[src/rtl/i2c_ee_pkg.sv]
package i2c_ee_pkg;
  typedef enum logic [3:0] {
    ST_IDLE, ST_DEV, ST_DEV_ACK, ST_WORD, ST_WORD_ACK,
    ST_DATA, ST_DATA_ACK, ST_RD, ST_RD_ACK, ST_SKIP
  } ee_state_e;

  localparam logic [3:0] DEV_CODE = 4'b1010;
endpackage

[src/rtl/i2c_ee_line_sync.sv]
module i2c_ee_line_sync #(
  parameter int STAGES = 2
) (
  input  logic clk,
  input  logic rst_n,
  input  logic scl_i,
  input  logic sda_i,
  output logic scl_s,
  output logic sda_s,
  output logic scl_rise,
  output logic scl_fall,
  output logic start_det,
  output logic stop_det
);
  logic [STAGES-1:0] scl_q, sda_q;
  logic scl_p, sda_p;

  always_ff @(posedge clk or negedge rst_n) begin
    if (!rst_n) begin
      scl_q <= '1;
      sda_q <= '1;
      scl_p <= 1'b1;
      sda_p <= 1'b1;
    end else begin
      scl_q <= {scl_q[STAGES-2:0], scl_i};
      sda_q <= {sda_q[STAGES-2:0], sda_i};
      scl_p <= scl_q[STAGES-1];
      sda_p <= sda_q[STAGES-1];
    end
  end

  assign scl_s     = scl_q[STAGES-1];
  assign sda_s     = sda_q[STAGES-1];
  assign scl_rise  = scl_s & ~scl_p;
  assign scl_fall  = ~scl_s & scl_p;
  assign start_det = scl_s & scl_p & sda_p & ~sda_s;
  assign stop_det  = scl_s & scl_p & ~sda_p & sda_s;
endmodule

[src/rtl/i2c_ee_mem.sv]
module i2c_ee_mem #(
  parameter int DEPTH = 256,
  parameter int AW    = $clog2(DEPTH)
) (
  input  logic          clk,
  input  logic          rst_n,
  input  logic          we,
  input  logic [AW-1:0] waddr,
  input  logic [7:0]    wdata,
  input  logic [AW-1:0] raddr,
  output logic [7:0]    rdata
);
  logic [7:0] cells [DEPTH];

  always_ff @(posedge clk or negedge rst_n) begin
    if (!rst_n) begin
      for (int i = 0; i < DEPTH; i++) cells[i] <= 8'h00;
    end else if (we) begin
      cells[waddr] <= wdata;
    end
  end

  assign rdata = cells[raddr];

  // a committed byte is readable at its address on the next cycle
  a_r9_write_lands: assert property (@(posedge clk) disable iff (!rst_n)
    we |=> cells[$past(waddr)] == $past(wdata));
endmodule

[src/rtl/i2c_eeprom_slave.sv]
module i2c_eeprom_slave
  import i2c_ee_pkg::*;
#(
  parameter int MEM_BYTES   = 256,
  parameter int SYNC_STAGES = 2
) (
  input  logic       clk,
  input  logic       rst_n,
  input  logic [2:0] chip_sel,
  input  logic       scl_i,
  input  logic       sda_i,
  output logic       sda_oe
);
  localparam int AW = $clog2(MEM_BYTES);
  localparam int HW = (AW > 8) ? AW - 8 : 1;
  localparam logic [2:0] CS_MASK = (AW <= 8) ? 3'b111 : (AW == 9) ? 3'b110 : 3'b100;

  logic scl_s, sda_s, scl_rise, scl_fall, start_det, stop_det;

  i2c_ee_line_sync #(.STAGES(SYNC_STAGES)) u_sync (
    .clk(clk), .rst_n(rst_n), .scl_i(scl_i), .sda_i(sda_i),
    .scl_s(scl_s), .sda_s(sda_s), .scl_rise(scl_rise), .scl_fall(scl_fall),
    .start_det(start_det), .stop_det(stop_det)
  );

  ee_state_e       state;
  logic [3:0]      cnt;
  logic [7:0]      sh;
  logic            dev_rw;
  logic [HW-1:0]   dev_hi;
  logic [AW-1:0]   addr;
  logic [AW-1:0]   wa_next;
  logic [7:0]      wdat;
  logic            wr_pend;
  logic            host_ack;
  logic            oe;
  logic [7:0]      rd_byte;
  logic            mem_we;
  logic            dev_match;

  assign dev_match = (sh[7:4] == DEV_CODE) && (((sh[3:1] ^ chip_sel) & CS_MASK) == 3'b000);
  assign mem_we    = stop_det & wr_pend;

  generate
    if (AW > 8) begin : g_hi_addr
      assign wa_next = {dev_hi, sh};
    end else begin : g_lo_addr
      assign wa_next = sh[AW-1:0];
    end
  endgenerate

  i2c_ee_mem #(.DEPTH(MEM_BYTES), .AW(AW)) u_mem (
    .clk(clk), .rst_n(rst_n), .we(mem_we), .waddr(addr), .wdata(wdat),
    .raddr(addr), .rdata(rd_byte)
  );

  always_ff @(posedge clk or negedge rst_n) begin
    if (!rst_n) begin
      state    <= ST_IDLE;
      cnt      <= '0;
      sh       <= '0;
      dev_rw   <= 1'b0;
      dev_hi   <= '0;
      addr     <= '0;
      wdat     <= '0;
      wr_pend  <= 1'b0;
      host_ack <= 1'b0;
      oe       <= 1'b0;
    end else if (start_det) begin
      state   <= ST_DEV;
      cnt     <= '0;
      wr_pend <= 1'b0;
      oe      <= 1'b0;
    end else if (stop_det) begin
      state   <= ST_IDLE;
      oe      <= 1'b0;
      wr_pend <= 1'b0;
      if (wr_pend) addr <= addr + 1'b1;
    end else begin
      case (state)
        ST_DEV, ST_WORD, ST_DATA: begin
          if (scl_rise && cnt != 4'd8) begin
            sh  <= {sh[6:0], sda_s};
            cnt <= cnt + 1'b1;
          end else if (scl_fall && cnt == 4'd8) begin
            if (state == ST_DEV) begin
              if (dev_match) begin
                dev_rw <= sh[0];
                dev_hi <= sh[HW:1];
                oe     <= 1'b1;
                state  <= ST_DEV_ACK;
              end else begin
                state <= ST_SKIP;
              end
            end else if (state == ST_WORD) begin
              addr  <= wa_next;
              oe    <= 1'b1;
              state <= ST_WORD_ACK;
            end else begin
              wdat    <= sh;
              wr_pend <= 1'b1;
              oe      <= 1'b1;
              state   <= ST_DATA_ACK;
            end
          end
        end
        ST_DEV_ACK: if (scl_fall) begin
          cnt <= '0;
          if (dev_rw) begin
            sh    <= rd_byte;
            oe    <= ~rd_byte[7];
            state <= ST_RD;
          end else begin
            oe    <= 1'b0;
            state <= ST_WORD;
          end
        end
        ST_WORD_ACK: if (scl_fall) begin
          oe    <= 1'b0;
          cnt   <= '0;
          state <= ST_DATA;
        end
        ST_DATA_ACK: if (scl_fall) begin
          oe    <= 1'b0;
          state <= ST_SKIP;
        end
        ST_RD: if (scl_fall) begin
          if (cnt == 4'd7) begin
            oe    <= 1'b0;
            addr  <= addr + 1'b1;
            state <= ST_RD_ACK;
          end else begin
            cnt <= cnt + 1'b1;
            sh  <= {sh[6:0], 1'b0};
            oe  <= ~sh[6];
          end
        end
        ST_RD_ACK: begin
          if (scl_rise) host_ack <= ~sda_s;
          else if (scl_fall) begin
            if (host_ack) begin
              sh    <= rd_byte;
              oe    <= ~rd_byte[7];
              cnt   <= '0;
              state <= ST_RD;
            end else begin
              state <= ST_SKIP;
            end
          end
        end
        default: ;
      endcase
    end
  end

  assign sda_oe = oe;

  // SDA drive changes only with SCL low
  a_r10_sda_moves_scl_low: assert property (@(posedge clk) disable iff (!rst_n)
    !$stable(sda_oe) |-> !scl_s);

  // each finished read byte advances the address, wrapping at the top
  a_r7_read_advances: assert property (@(posedge clk) disable iff (!rst_n)
    (state == ST_RD && scl_fall && cnt == 4'd7 && !start_det && !stop_det)
      |=> addr == AW'($past(addr) + 1'b1));

  // a committed write advances the address
  a_r9_commit_advances: assert property (@(posedge clk) disable iff (!rst_n)
    mem_we |=> addr == AW'($past(addr) + 1'b1));

  // memory is written only after an acknowledged data byte
  a_r5_write_only_after_data: assert property (@(posedge clk) disable iff (!rst_n)
    mem_we |-> state == ST_SKIP);

  // the slave never drives SDA while ignoring the bus
  a_r8_skip_released: assert property (@(posedge clk) disable iff (!rst_n)
    state == ST_SKIP |-> !sda_oe);

  // the device byte acknowledge holds SDA low
  a_r2_ack_drives_low: assert property (@(posedge clk) disable iff (!rst_n)
    state == ST_DEV_ACK |-> sda_oe);
endmodule

[config.mk]
export PLATFORM = sky130hd
export DESIGN_NAME = i2c_eeprom_slave
export DESIGN_NICKNAME = d
export VERILOG_FILES = /design/src/rtl/i2c_ee_pkg.sv /design/src/rtl/i2c_ee_line_sync.sv /design/src/rtl/i2c_ee_mem.sv /design/src/rtl/i2c_eeprom_slave.sv
export SDC_FILE = /design/constraint.sdc
export NUM_CORES = 2
export LEC_CHECK = 0
export BUFFER_PORTS_ARGS = -buffer_cell sky130_fd_sc_hd__buf_2
export CELL_PAD_IN_SITES_DETAIL_PLACEMENT = 0
export CELL_PAD_IN_SITES_GLOBAL_PLACEMENT = 1
export CORE_MARGIN = 2
export CORE_UTILIZATION = 50
export DETAILED_ROUTE_END_ITERATION = 8
export GPL_TIMING_DRIVEN = 0
export PLACE_DENSITY = 0.81
export SETUP_SLACK_MARGIN = 0.02
export SYNTH_ARGS = -nofsm -noshare
export SYNTH_HDL_FRONTEND = slang
export SYNTH_HIERARCHICAL = 1
export SYNTH_SLANG_ARGS = --single-unit
[constraint.sdc]
create_clock -name clk -period 2.93 [get_ports clk]
set_input_delay 0.586 -clock clk [delete_from_list [all_inputs] [get_ports clk]]
set_output_delay 0.586 -clock clk [all_outputs]
set_load 0.01 [all_outputs]
; Yosys cells after proc, flatten, opt, wreduce, memory -nomap -nowiden
; Index checks and enable logic that the tools add are counted.
[op_classes]
n_addsub = 2
magnitude_cmp = 2
eq_ne = 50
muxes = 73
n_bitwise = 21
n_reduce_logical = 24
[ops]
columns = cell, n
row1 = $bwmux 2048, 1
row2 = $mux 8, 19
row3 = $mux 4, 23
row4 = $bmux 8 s8, 1
row5 = $demux 8 s8, 1
row6 = $ne 3x3->1 const B, 15
row7 = $ne 4x4->1 const B, 11
row8 = $pmux 8 s4, 1
row9 = $pmux 4 s6, 1
row10 = $mux 1, 21
row11 = $eq 4x3->1 const B, 5
row12 = $reduce_and 10->1, 2
row13 = $ne 2x2->1 const B, 9
row14 = $reduce_and 9->1, 2
row15 = $pmux 4 s4, 1
row16 = $pmux 8 s2, 1
row17 = $reduce_and 7->1, 2
row18 = $eq 4x4->1 const B, 3
row19 = $not 1->1, 11
row20 = $reduce_and 11->1, 1
row21 = $ge 9x9->1 const B, 1
row22 = $lt 9x1->1 const B, 1
row23 = $not 8->9, 1
row24 = $reduce_bool 3->1, 3
row25 = other kinds (23), 35
[totals]
reg_bits = 2090
in_bits = 7
out_inout_bits = 1

; Depth between registers and ports, before layout
[logic_depth]
ltp_word = 11
ltp_mapped = 16

; Hierarchy
; The synthesis kept the hierarchy.
[by_module_without_submodules]
columns = mod, n_inst, cells_per_inst, area_per_inst_um2, seq_area_each_um2
row1 = i2c_ee_mem, 1, 6013, 92955.4, 51249.2
row2 = i2c_eeprom_slave, 1, 258, 2401.1, 900.9
row3 = i2c_ee_line_sync, 1, 10, 190.2, 157.7

; Worst setup path before layout
; OpenSTA, ideal clock, no wires.
[synth_timing]
path_type = register to register
startpoint = register addr[0]
endpoint = register oe (netlist: sda_oe)
t_arrival_ns = 2.921
required_ns = 2.851
setup_slack_ns = -0.070
stages_incl_launch_ff = 14
path_cell_list = dfrtp_1 > buf_6 > buf_8 > buf_8 > buf_2 > mux4_2 > a221oi_1 > o32ai_1 > nor3_1 > nor3_1 > or3_1 > o22ai_1 > o21ai_0 > mux2i_1
[synth_between]
elab_chain_cells = 11
word_cells_on_any_way = 13
[synth_rtl]
columns = element, line
row1 = "start, declared", i2c_eeprom_slave.sv:31  ; logic [AW-1:0] addr;
row2 = "start signal, assigned", i2c_eeprom_slave.sv:78  ; if (wr_pend) addr <= addr + 1'b1;
row3 = "start signal, assigned", i2c_eeprom_slave.sv:96  ; addr <= wa_next;
row4 = "start signal, assigned", i2c_eeprom_slave.sv:130  ; addr <= addr + 1'b1;
row5 = $not 8->9 (not written as such) *, i2c_ee_mem.sv:23  ; assign rdata = cells[raddr];
row6 = $bmux 8 s8 *, i2c_ee_mem.sv:23
row7 = $mux 8 (not written as such) * (2 in series), i2c_ee_mem.sv:23
row8 = net rd_byte[7], i2c_eeprom_slave.sv:37  ; logic [7:0] rd_byte;
row9 = $not 1->1 *, "i2c_eeprom_slave.sv:111, i2c_eeprom_slave.sv:143"
row10 = $mux 1, i2c_eeprom_slave.sv:141  ; if (host_ack) begin
row11 = $mux 1, i2c_eeprom_slave.sv:140  ; else if (scl_fall) begin
row12 = $mux 1, i2c_eeprom_slave.sv:139  ; if (scl_rise) host_ack <= ~sda_s;
row13 = $pmux 1 s5 *, i2c_eeprom_slave.sv:80  ; case (state)
row14 = $mux 1 *, i2c_eeprom_slave.sv:74  ; end else if (stop_det) begin
row15 = $mux 1 *, i2c_eeprom_slave.sv:69  ; end else if (start_det) begin
row16 = "end signal, assigned", i2c_eeprom_slave.sv:111  ; oe <= ~rd_byte[7];
row17 = "end signal, assigned", i2c_eeprom_slave.sv:135  ; oe <= ~sh[6];
row18 = "end signal, assigned", i2c_eeprom_slave.sv:143  ; oe <= ~rd_byte[7];
row19 = "end, declared", i2c_eeprom_slave.sv:36  ; logic oe;
; The timed path passes the listed nets; every way through them passes the cells marked *. The select of a mux whose other input is x is not followed.
; A chain may end at the register's enable or synchronous reset.

; Worst setup path after layout
[layout_timing]
startpoint = register addr[3]
endpoint = register sh[7]
[layout_between]
elab_chain_cells = 8
word_cells_on_any_way = 10
[layout_rtl]
columns = element, line
row1 = $not 8->9 (not written as such) *, i2c_ee_mem.sv:23
row2 = $bmux 8 s8 *, i2c_ee_mem.sv:23
row3 = $mux 8 (not written as such) * (2 in series), i2c_ee_mem.sv:23
row4 = net rd_byte[7], i2c_eeprom_slave.sv:37
row5 = $mux 8, i2c_eeprom_slave.sv:141
row6 = $mux 8, i2c_eeprom_slave.sv:140
row7 = $mux 8, i2c_eeprom_slave.sv:139
row8 = $pmux 8 s4 *, i2c_eeprom_slave.sv:80
row9 = "end signal, assigned", i2c_eeprom_slave.sv:83  ; sh <= {sh[6:0], sda_s};
row10 = "end signal, assigned", i2c_eeprom_slave.sv:134  ; sh <= {sh[6:0], 1'b0};
row11 = "end signal, assigned", i2c_eeprom_slave.sv:142  ; sh <= rd_byte;
row12 = "end, declared", i2c_eeprom_slave.sv:28  ; logic [7:0] sh;
; Marked as above.

==> run summary <==
Net Switching - 35.57 mW
Max-cap violations - 2
Peak Freq - 251.9 MHz
Synth area leader - dfrtp_1
Synth Warn # - 6
# H-tree levels - 4
CTS buffer count - 215
DR vias - 65,610
drt drc - 0
drt wl/cell - 40.06 um
CTS root buf - clkbuf_16
crit-path max FO - 10
Synth Area per Inst - 15.21 sq um
Placed Area - 99,430 sq um
clock share of power - 0.311
I/O Buffers - 7
fill cell count - 13,940
clock skew - 42.87 ps
Die X - 441.1 um
GRT Util Overall - 0.3917
cell-internal power - 56.07 mW
clock slew at reported path FFs - 60 ps
max-slew violations - 11
count of cell types in the netlist - 76
CTS tree - done
final setup violating endpoints - 366
CP cell instances - buf_2 -> and2_1 -> clkbuf_1 -> buf_6 -> clkbuf_8 -> a221oi_4 -> o22ai_4 -> o32ai_4 -> nor3_4 -> buf_4 -> mux2_2 -> mux2_4
Synth top area share - 0.5458
num rows - 160
Worst VDD drop - 0.6809 mV
clock latency on the worst-skew pair - 900 ps
syn nets - 6,291
Tmin final - 3969 ps
dpl cells - 8,825
setup TNS - -54,860 ps
P&R area growth vs syn - 20.85%
crit path kind - reg2reg
DP HPWL - 260.3 mm
remaining global-route overflow - 0
Arr. time, crit path - 4710 ps
switch share - 0.3881
Buf/Inv on CP - 5
min-delay worst type - reg2reg
Seq/Total Area, Yosys - 0.5475
layout cells sized above 1 - 0.5567
Synth Area in Compound Gates - 0.03855
worst stage delay on the critical path - 590 ps
ANT nets after route - 0
type of origin of the critical path - flop
Sink Count - 2,090
Area contributors post-synth - dfrtp_1 55%, mux2_2 24%, mux4_2 11%
Die Ht - 441.1 um
Final Hold Fails - 0
initial antenna violation count - 27
GPL Wtd Cong - 1.003
WHS - 360.1 ps
fin crit share - 1.355
RSZ-0062 raised after global routing - yes
violated checks - capacitance limit, slew limit, setup timing
Non-Filler Instances - 9,541
vias in the first global route - 64,440
Slowest cell on crit path - a221oi_4
largest family of logic cells by synthesized area - multiplexers
area share of and/or/nand/nor cells after synthesis - 0.02578
dominant synthesized flop cell - dfrtp_1
1st-iter DRT viols - 8,721
vias per cell - 6.877
Place WS - -3641 ps
1st-pass router iterations - 6
nets@finish - 6,844
synthesized netlist cell count - 6,281
mux cell area share after synthesis - 0.3619
Ports - 8
area of the die - 194,600 sq um
Initial Util - 0.5029
Seq pwr share - 0.322
Combinational Power Share - 0.367
crit end category - flop
Worst-Margin Slew - 1636 ps
Critical Path RT - 3670 ps
design area - 115,500 sq um
multi-input logic area - 43,890 sq um
CP delay by family, top - compound AO/OA/AOI/OAI gates
Final WS setup - -1039 ps
first-pass GRT wire length - 522.3 mm
Cell Pwr Density - 793.6 nW/um^2
run status - complete, but fails checks
Post-synth EDFFs - 0
largest net degree at the start of global routing - 176
core area - 190,000 sq um
Adder-Cell Fraction of Synth Area - 0.0003929
Synth Area in XOR/XNOR - 0.0005500
Slew headroom - -0.09070
leakage power - 54.12 nW
Post-synth ARST share - 1.000
Cell Area, Synth - 95,550 sq um
Storage cell area - 52,320 sq um
synthesis-stage register bit count - 2,090
final wirelength - 382.3 mm
Clock Tree Buf Depth - 3
[area by class of cell]
type | count | share of cell area
Clock inverter | 76 | 0.008495
Clock buffer | 318 | 0.05515
Buffer | 467 | 0.03652
Antenna cell | 19 | 0.0004118
Multi-Input combinational cell | 3695 | 0.3801
Sequential cell | 2090 | 0.4531
Timing Repair Buffer | 348 | 0.03837
Inverter | 17 | 0.0005851
Tap cell | 2511 | 0.02721
[Yosys cell counts (5+ instances only)]
cell / n
o22ai_1: 40
and2_1: 9
o32ai_1: 11
a21oi_1: 116
nor2_1: 182
mux4_2: 446
a22o_1: 40
and3b_1: 5
buf_2: 55
nand3_1: 27
nor2b_1: 25
nand2_1: 169
a22oi_1: 108
buf_8: 14
mux2_1: 5
clkbuf_1: 343
inv_1: 17
dfstp_2: 6
a21o_1: 14
or3_1: 5
dfrtp_1: 2084
nor2_2: 10
buf_6: 23
o21ai_0: 32
o221ai_1: 47
a221oi_1: 45
o211ai_1: 6
buf_1: 14
nor4_1: 5
or2_2: 7
nor3_1: 40
mux2i_1: 120
a211oi_1: 16
mux2_2: 2067
buf_4: 26
nand2b_1: 20
[through the flow]
| stage | total power [mW] | util |
|---|---|---|
| after floorplan | 40.71 | - |
| after global routing | 92.42 | 0.6076 |
| after detailed placement | 54.47 | 0.5234 |
| final | 91.64 | 0.6078 |
| after global placement | 54.14 | 0.5197 |
| after CTS | 88.01 | 0.5943 |
[worst reg2reg max path, stage by stage, from the launching register on]
cell,delay [ps]
dfrtp_4,550
buf_2,220
and2_1,210
clkbuf_1,220
buf_6,250
clkbuf_8,260
a221oi_4,630
o22ai_4,250
o32ai_4,420
nor3_4,150
buf_4,170
mux2_2,250
mux2_4,260
[logic make-up (layout without fill, tap and decap cells)]
family / after synthesis / in the layout
adders and majority gates: 3 / 3
AOI/OAI and AO/OA: 514 / 514
DFF: 2090 / 2090
muxes: 2638 / 2638
buffers and inverters: 496 / 1226
xor gates and xnor gates: 6 / 6
other: 0 / 19
and+or+nand+nor: 534 / 534
[sequential cells by signal, summed over array words and instances, names as in the netlist, 2 cells and up]
signal        flops
addr              8
cnt               4
sh                8
state             4
u_mem/cells    2048
u_sync/scl_q      2
u_sync/sda_q      2
wdat              8
[per-layer routing]
metal | GRT usage | routed length [um] | up-vias
li1 | - | - | 24770
met1 | 0.5101 | 139700 | 35160
met2 | 0.5450 | 160900 | 4480
met3 | 0.1478 | 50290 | 1187
met4 | 0.2624 | 31010 | 16
met5 | 0.003421 | 389 | -
[power groups by stage]
| stage | registers [mW] | logic (mW) | clock network, mW |
|---|---|---|---|
| floorplan | 29.8 | 10.9 | 0 |
| global placement | 30.1 | 24.0 | 0 |
| detailed placement | 30.1 | 24.4 | 0 |
| CTS | 29.5 | 29.9 | 28.6 |
| global route | 29.5 | 33.0 | 29.9 |
| finish | 29.5 | 33.7 | 28.5 |
[layout by cell type, fill, tap and decap left out, types with 17 or more instances in the layout]
cell type,n
buf_6,27
nor2_4,125
buf_8,30
nand2_4,34
clkbuf_16,224
a22o_1,40
nor2_1,35
a221oi_4,24
clkinv_2,38
o221ai_1,42
o22ai_1,27
buf_16,65
nor3_4,22
diode_2,19
clkbuf_1,273
mux4_2,446
mux2i_1,111
nand2_1,73
clkbuf_8,72
a21oi_2,17
dfrtp_1,2077
buf_4,207
mux2_2,2063
a22oi_1,90
a22oi_2,18
clkbuf_4,29
buf_2,22
nor2_2,32
o21ai_0,20
nor2b_1,22
nand2_2,58
nand3_1,22
a21oi_1,94
buf_12,135
clkbuf_2,41
[worst paths after layout]
kind / depth (start not counted) / startpoint / slack, ps / to
worst max-delay path: 12 / addr[3] / -1040 / sh[7]
worst min-delay path: 0 / u_sync/sda_q[0] / 360 / u_sync/sda_q[1]
worst max register to register: 12 / addr[3] / -1040 / sh[7]
worst min register to register: 0 / u_sync/sda_q[0] / 360 / u_sync/sda_q[1]
max in group asynchronous: 6 / rst_n / -340 / u_mem/cells[983]
min in group asynchronous: 3 / rst_n / 600 / u_mem/cells[252]
[repair_timing]
item	in CTS	in global routing
hold buffers	4	3
pin swaps	112	67
hold endpoints to repair	97	202
gates resized for setup	956	284
setup endpoints to repair	2057	2468
gates cloned	3	1
setup buffers	187	120
(Power assumes the default switching activity.)
